===== src/rtl/join_frame_parser.sv =====
module join_frame_parser #(
  parameter int          DEPTH      = 8,
  parameter logic [15:0] JOIN_ETYPE = 16'h88B5
) (
  input  logic         clk,
  input  logic         rst_n,
  input  logic [63:0]  s_data,
  input  logic         s_valid,
  input  logic         s_last,
  output logic         m_valid,
  input  logic         m_ready,
  output logic [255:0] m_tuple,
  output logic         m_hash,
  output logic [7:0]   m_rel,
  output logic         rr_valid,
  output logic [31:0]  rr_seq,
  output logic [7:0]   rr_rel,
  output logic         bad_frame
);

  localparam int AW = (DEPTH > 1) ? $clog2(DEPTH) : 1;
  localparam int OW = $clog2(DEPTH + 1);
  localparam int EW = 256 + 1 + 8;

  typedef enum logic [1:0] {ST_HDR, ST_BODY, ST_SKIP} st_t;

  st_t            st;
  logic [1:0]     hbeat;
  logic [1:0]     wcnt;
  logic [31:0]    remain;
  logic [31:0]    seq_q;
  logic [31:0]    cnt_q;
  logic [7:0]     rel_q;
  logic           hash_q;
  logic [191:0]   tbuf;

  logic [EW-1:0]  mem [DEPTH];
  logic [AW-1:0]  wr_ptr, rd_ptr;
  logic [OW-1:0]  occ;

  logic           etype_ok;
  logic [31:0]    free_w;
  logic           wr_en, rd_en;

  assign etype_ok = s_data[31:16] == JOIN_ETYPE;
  assign free_w   = 32'(DEPTH) - 32'(occ);
  assign wr_en    = s_valid && st == ST_BODY && wcnt == 2'd3;
  assign rd_en    = m_valid && m_ready;
  assign m_valid  = occ != '0;
  assign {m_hash, m_rel, m_tuple} = mem[rd_ptr];

  always_ff @(posedge clk) begin
    if (wr_en) mem[wr_ptr] <= {hash_q, rel_q, tbuf, s_data};
  end

  always_ff @(posedge clk) begin
    if (!rst_n) begin
      wr_ptr <= '0;
      rd_ptr <= '0;
      occ    <= '0;
    end else begin
      if (wr_en) wr_ptr <= (wr_ptr == AW'(DEPTH - 1)) ? '0 : wr_ptr + 1'b1;
      if (rd_en) rd_ptr <= (rd_ptr == AW'(DEPTH - 1)) ? '0 : rd_ptr + 1'b1;
      case ({wr_en, rd_en})
        2'b10:   occ <= occ + 1'b1;
        2'b01:   occ <= occ - 1'b1;
        default: occ <= occ;
      endcase
    end
  end

  always_ff @(posedge clk) begin
    if (!rst_n) begin
      st        <= ST_HDR;
      hbeat     <= '0;
      wcnt      <= '0;
      remain    <= '0;
      seq_q     <= '0;
      cnt_q     <= '0;
      rel_q     <= '0;
      hash_q    <= 1'b0;
      tbuf      <= '0;
      rr_valid  <= 1'b0;
      rr_seq    <= '0;
      rr_rel    <= '0;
      bad_frame <= 1'b0;
    end else begin
      rr_valid  <= 1'b0;
      bad_frame <= 1'b0;
      if (s_valid) begin
        case (st)
          ST_HDR: begin
            hbeat <= hbeat + 1'b1;
            case (hbeat)
              2'd0: if (s_last) bad_frame <= 1'b1;
              2'd1: begin
                rel_q <= s_data[15:8];
                if (!etype_ok) begin
                  if (!s_last) st <= ST_SKIP;
                end else if (s_last) begin
                  bad_frame <= 1'b1;
                end
              end
              2'd2: begin
                seq_q <= s_data[63:32];
                cnt_q <= s_data[31:0];
                if (s_last) bad_frame <= 1'b1;
              end
              default: begin
                hash_q <= s_data[63:56] != 8'd0;
                if (cnt_q > free_w) begin
                  rr_valid <= 1'b1;
                  rr_seq   <= seq_q;
                  rr_rel   <= rel_q;
                  if (!s_last) st <= ST_SKIP;
                end else if (cnt_q == 32'd0) begin
                  if (!s_last) st <= ST_SKIP;
                end else if (s_last) begin
                  bad_frame <= 1'b1;
                end else begin
                  st     <= ST_BODY;
                  remain <= cnt_q;
                  wcnt   <= '0;
                end
              end
            endcase
            if (s_last) hbeat <= '0;
          end
          ST_BODY: begin
            wcnt <= wcnt + 1'b1;
            tbuf <= {tbuf[127:0], s_data};
            if (wcnt == 2'd3) remain <= remain - 1'b1;
            if (s_last) begin
              st    <= ST_HDR;
              hbeat <= '0;
              if (!(wcnt == 2'd3 && remain == 32'd1)) bad_frame <= 1'b1;
            end else if (wcnt == 2'd3 && remain == 32'd1) begin
              st <= ST_SKIP;
            end
          end
          default: begin
            if (s_last) begin
              st    <= ST_HDR;
              hbeat <= '0;
            end
          end
        endcase
      end
    end
  end

  AST_NO_OVERFLOW: assert property (@(posedge clk) disable iff (!rst_n)
    wr_en |-> occ < OW'(DEPTH));
  AST_OCC_BOUND: assert property (@(posedge clk) disable iff (!rst_n)
    occ <= OW'(DEPTH));
  AST_HEAD_HOLD: assert property (@(posedge clk) disable iff (!rst_n)
    (m_valid && !m_ready) |=> (m_valid && $stable(m_tuple) && $stable(m_rel)));
  AST_RR_PULSE: assert property (@(posedge clk) disable iff (!rst_n)
    rr_valid |=> !rr_valid);
  AST_DROP_NOT_BAD: assert property (@(posedge clk) disable iff (!rst_n)
    !(rr_valid && bad_frame));
  AST_BAD_PULSE: assert property (@(posedge clk) disable iff (!rst_n)
    bad_frame |=> !bad_frame);

endmodule


===== config.mk =====
export PLATFORM = sky130hd
export DESIGN_NAME = join_frame_parser
export DESIGN_NICKNAME = d
export VERILOG_FILES = /design/src/rtl/join_frame_parser.sv
export SDC_FILE = /design/constraint.sdc
export NUM_CORES = 2
export LEC_CHECK = 0
export ABC_CLOCK_PERIOD_IN_PS = 84100
export BUFFER_PORTS_ARGS = -buffer_cell sky130_fd_sc_hd__buf_2
export CAP_MARGIN = 20
export CELL_PAD_IN_SITES_DETAIL_PLACEMENT = 0
export CELL_PAD_IN_SITES_GLOBAL_PLACEMENT = 1
export CORE_ASPECT_RATIO = 1.2
export CORE_MARGIN = 4
export CORE_UTILIZATION = 45
export CTS_CLUSTER_DIAMETER = 200
export CTS_CLUSTER_SIZE = 8
export DETAILED_ROUTE_END_ITERATION = 12
export PLACE_DENSITY = 0.74
export SETUP_SLACK_MARGIN = 0.15
export SYNTH_ARGS = -nofsm -noshare
export SYNTH_HDL_FRONTEND = slang
export SYNTH_SLANG_ARGS = --single-unit

===== constraint.sdc =====
create_clock -name clk -period 84.1 [get_ports clk]
set_input_delay 8.41 -clock clk [delete_from_list [all_inputs] [get_ports clk]]
set_output_delay 8.41 -clock clk [all_outputs]
set_load 0.01 [all_outputs]

# Word-level counts from Yosys, hierarchy flattened
# Memories as Yosys holds them, arrays and structs flattened. A register that Yosys moved wholly into a read port is not among the register bits.
# Index checks and enable logic that the tools add are counted.
[classes]
n_addsub = 8
magnitude_cmp = 1
eq_ne = 19
n_mux = 39
bitwise_logic = 4
n_reduce_logical = 26
[ops]
columns = ["cell", "n"]
rows = [
  ["two-way mux 32 bit", 5],
  ["case mux 32 bit (2 select lines)", 1],
  ["== test 32 x 1 -> 1 bit, second input constant", 1],
  ["> comparator 32 bit", 1],
  ["zero test 32 bit", 1],
  ["subtractor 32 x 1 -> 32 bit, second input constant", 1],
  ["two-way mux 2 bit", 14],
  ["== test 16 bit, second input constant", 1],
  ["two-way mux 3 bit", 4],
  ["case mux 2 bit (2 select lines)", 3],
  ["AND reduction 6 bit", 2],
  ["inequality test 2 bit, second input constant", 5],
  ["two-way mux 1 bit", 9],
  ["AND reduction 3 bit", 3],
  ["case mux 4 bit (2 select lines)", 1],
  ["nonzero test 8 bit", 1],
  ["AND reduction 7 bit", 1],
  ["adder 3 x 1 -> 3 bit, second input constant", 2],
  ["== test 2 x 1 -> 1 bit, second input constant", 3],
  ["== test 2 bit, second input constant", 3],
  ["== test 3 bit, second input constant", 2],
  ["AND reduction 2 bit", 3],
  ["nonzero test 2 bit", 3],
  ["OR reduction 6 bit", 1],
  ["other kinds (17)", 26],
]
[word_totals]
ff_bits = 355
ramBits = 2120
inputBits = 69
out_inout_bits = 308
word_cells = 114
n_memories = 1
[mem_list]
columns = ["name", "words", "width", "read_ports", "rd_ports_with_merged_regs", "write_ports", "line", "rtl"]
rows = [
  ["mem", 8, 265, 1, 1, 1, "37", "logic [EW-1:0] mem [DEPTH];"],
]

# Longest topological paths before layout
[logic_depth]
word_depth = 5
depth_mapped = 13
mapped_depth_nobuf = 13

# Worst setup path before layout
# OpenSTA, ideal clock, no wires.
[synth_path]
path_kind = "input to register"
start = "in s_valid"
end = "mem mem[0][0] (netlist name), enable pin"
setup_time_ns = 1.542
arrival_time_ns = 34.018
t_required_ns = 82.558
path_slack_ns = 48.540
path_stages = 4
n_path_buf = 0
path_cell_list = "nand2_1 -> nor2_1 -> nand2_1 -> nor4_1"
[synth_via]
elab_chain_cells = 4
[synth_lines]
columns = ["item", "line", "rtl"]
rows = [
  ["from (decl)", "8", "input logic s_valid,"],
  ["logical AND 1 bit (2 in series)", "47", "assign wr_en = s_valid && st == ST_BODY && wcnt == 2'd3;"],
  ["two-way mux 1 bit", "53", "if (wr_en) mem[wr_ptr] <= {hash_q, rel_q, tbuf, s_data};"],
  ["two-way mux 1 bit (not written as such)", "53", ""],
  ["to (decl)", "37", ""],
]
# Every way passes these cells.

==> impl_metrics.env <==
export IMPL_outcome="completed"
export IMPL_min_period_ns=13.75
export IMPL_fin_total_pwr_mw=2.64
export IMPL_wirelength_mm=228
export IMPL_rsz0062_at_grt="false"
export IMPL_track_usage_pct=21.0
export IMPL_r2r_cells=9
export IMPL_cts_max_level=5
export IMPL_max_stage_delay_ns=0.88
export IMPL_clkLatencyLatePin_ns=0.93
export IMPL_dp_hpwl_mm=125
export IMPL_die_area_sq_um=216000
export IMPL_skew_ns=0.0768
export IMPL_cellPowerDensity_nw_per_um2=24.2
export IMPL_slowest_stage="dfxtp_4"
export IMPL_initial_core_util_pct=45.2
export IMPL_synth_top_area_share_pct=68.0
export IMPL_drc_errors=0
export IMPL_drive_above_1_share_pct=29.3
export IMPL_synthesis_instances=4879
export IMPL_wl_per_cell_um=26.9
export IMPL_worst_slew_pin_slew_ns=1.13
export IMPL_synth_flop_cell="edfxtp_1"
export IMPL_synthTopCellsByArea="edfxtp_1 (68%), mux4_2 (13%), dfxtp_1 (7.7%)"
export IMPL_viasPerCell=5.65
export IMPL_critPathKind="reg2out"
export IMPL_cp_endpoint="m_tuple[128]"
export IMPL_core_rowCount=183
export IMPL_worstPathRequired_ns=75.69
export IMPL_async_flop_share_pct=0
export IMPL_cts_resized=0
export IMPL_numPortBuffers=376
export IMPL_gr_total_overflow=0
export IMPL_grt_pass1_vias=49865
export IMPL_path_max_fanout=42
export IMPL_yosysTopAreaCell="edfxtp_1"
export IMPL_crit_path_end_kind="output pin"
export IMPL_cellLeakagePower_nw=36.5
export IMPL_dr_pass1_iters=6
export IMPL_ys_warn_count=0
export IMPL_post_route_util_pct=52.6
export IMPL_whs_ns=0.455
export IMPL_netlist_area_sq_um=93700
export IMPL_ioPinCount=377
export IMPL_die_h_um=508
export IMPL_post_cts_buffers=0
export IMPL_gp_congestion=0.813
export IMPL_area_growth_pct=16.4
export IMPL_cts_buffers=359
export IMPL_r2r_slack_ns=78.05
export IMPL_yosysUniqueCellTypes=67
export IMPL_cp_start_kind="flip-flop"
export IMPL_tns_ns=0
export IMPL_setup_viol_count_final=0
export IMPL_synth_avg_cell_area_sq_um=19.2
export IMPL_fin_nets=5546
export IMPL_fin_crit_sh_pct=16.4
export IMPL_cts_buffer_depth=4
export IMPL_drv_slew=0
export IMPL_slew_headroom_pct=24.1
export IMPL_hp_class="reg2reg"
export IMPL_grt_pass1_wl_mm=337
export IMPL_crit_top_cell="buf_4"
export IMPL_cts_sinks=2478
export IMPL_die_w_um=425
export IMPL_cts_tree="yes"
export IMPL_worstReg2RegStart="st[0]"
export IMPL_clk_pin_slew_ns=0.05
export IMPL_cts_root_buf="clkbuf_16"
export IMPL_irDropWorstVdd_uv=20.2
export IMPL_coreArea_sq_um=207000
export IMPL_hold_violations=0
export IMPL_synth_seq_area_share_pct=75.6
export IMPL_max_freq_mhz=72.7
export IMPL_ant_nets=0
export IMPL_cp_cell_sequence="buf_4, buf_4, buf_4, mux4_2, mux2_2, buf_2"
export IMPL_antenna_found_initial=17
export IMPL_synth_edf_count=2120
export IMPL_syn_nets=4996
export IMPL_grt_max_degree=128
export IMPL_synth_seq_cells=2478
export IMPL_crit_arrival_ns=5.34
export IMPL_r2r_end="mem[1][118]"
export IMPL_hold_buffers=0
export IMPL_drt_iter0_markers=4525
export IMPL_max_cap_viol_count=0
export IMPL_vias=47822
## report_power, final
| part | switching (mW) | internal (mW) | total, mW |
|---|---|---|---|
| registers | 0.00121 | 1.32 | 1.32 |
| clock network | 0.493 | 0.801 | 1.29 |
| logic | 0.0147 | 0.00333 | 0.0180 |
| total | 0.508 | 2.13 | 2.64 |
## critical path, delay by kind of cell, from the launching register on
family                 cells  cell delay [ns]
buffers and inverters      4             2.54
multiplexers               2             0.90
flip-flops                 1             0.88
## cells by family (layout without fill, tap and decap cells)
logic type	after synthesis	in the layout	share of synthesized area, %
flops	2478	2478	75.6
mux	835	835	16.4
simple gates	807	807	3.59
compound gates	427	427	2.60
buf+inv	279	1087	1.16
fa+ha+maj	48	48	0.649
xor+xnor	5	5	0.0468
other cells	0	4	0
## flip-flops by register name, indices dropped and copies added, names as in the netlist, named ones only
name / flops
mem: 2120
tbuf: 192
cnt_q: 32
remain: 32
rr_seq: 32
seq_q: 32
rel_q: 8
rr_rel: 8
occ: 4
rd_ptr: 3
wr_ptr: 3
hbeat: 2
st: 2
wcnt: 2
bad_frame: 1
hash_q: 1
rr_valid: 1
## placed cells by master (no fill, tap or decap), types with 9 or more instances in the layout
| cell type | n |
|---|---|
| edfxtp_1 | 2120 |
| clkbuf_1 | 246 |
| a31o_2 | 9 |
| ha_1 | 47 |
| mux2i_1 | 40 |
| buf_12 | 9 |
| dfxtp_1 | 355 |
| nand4_1 | 14 |
| mux4_2 | 530 |
| nor2_1 | 78 |
| nand3_1 | 20 |
| nand2_1 | 598 |
| a21oi_1 | 318 |
| buf_4 | 64 |
| nor3_1 | 17 |
| clkbuf_16 | 365 |
| o21ai_0 | 32 |
| mux2_2 | 265 |
| buf_2 | 376 |
| inv_1 | 15 |
| nor4_1 | 18 |
## Yosys cell counts (all sizes together) (4+ instances only)
cell type	n
nor3	21
o21ai	32
or3	4
edfxtp	2120
a21oi	318
a31o	9
o22ai	8
nor2	83
and2	6
mux2i	40
a32o	8
mux4	530
ha	47
buf	99
dfxtp	358
o41ai	4
and3	9
nand2	600
a22oi	4
inv	16
a31oi	9
a22o	5
nand4	16
mux2	265
nand2b	8
clkbuf	164
nor4	22
nand3	23
o21bai	4
o31ai	8
## layout make-up
class | count | area [sq um]
fillers | 16289 | 98200
inverters | 16 | 67.6
repair buffers | 452 | 2610
well taps | 2775 | 3470
clock inverters | 7 | 76.3
flip-flops and latches | 2478 | 70800
multi-input cells | 2122 | 21900
clock buffers | 612 | 10100
diodes | 4 | 10.0
## worst min path at each step
stage                     depth (start not counted)       from   endpoint
after floorplan                                   1    wcnt[0]    wcnt[0]
after global placement                            2   seq_q[8]   seq_q[8]
after detailed placement                          2  seq_q[22]  seq_q[22]
after CTS                                         2  seq_q[27]  seq_q[27]
after global routing                              2  seq_q[26]  seq_q[26]
final                                             2  seq_q[27]  seq_q[27]
## layer usage
| layer | up-vias | routed length, um | global-route usage, % |
|---|---|---|---|
| met1 | 25245 | 96400 | 29.3 |
| met5 | - | 58 | 0 |
| met2 | 1618 | 112000 | 34.5 |
| li1 | 20630 | - | - |
| met4 | 8 | 5810 | 6.20 |
| met3 | 321 | 13300 | 3.48 |
## stage by stage
stage	instance area [sq um]	setup slack, ns	cells
after detailed placement	98800	69.63	7840
after global placement	98800	69.76	7840
after global routing	109000	69.73	8463
final	109000	70.35	8466
after CTS	109000	70.02	8459
after floorplan	93700	48.54	4879
No activity file was read; power rests on OpenSTA's default activity.
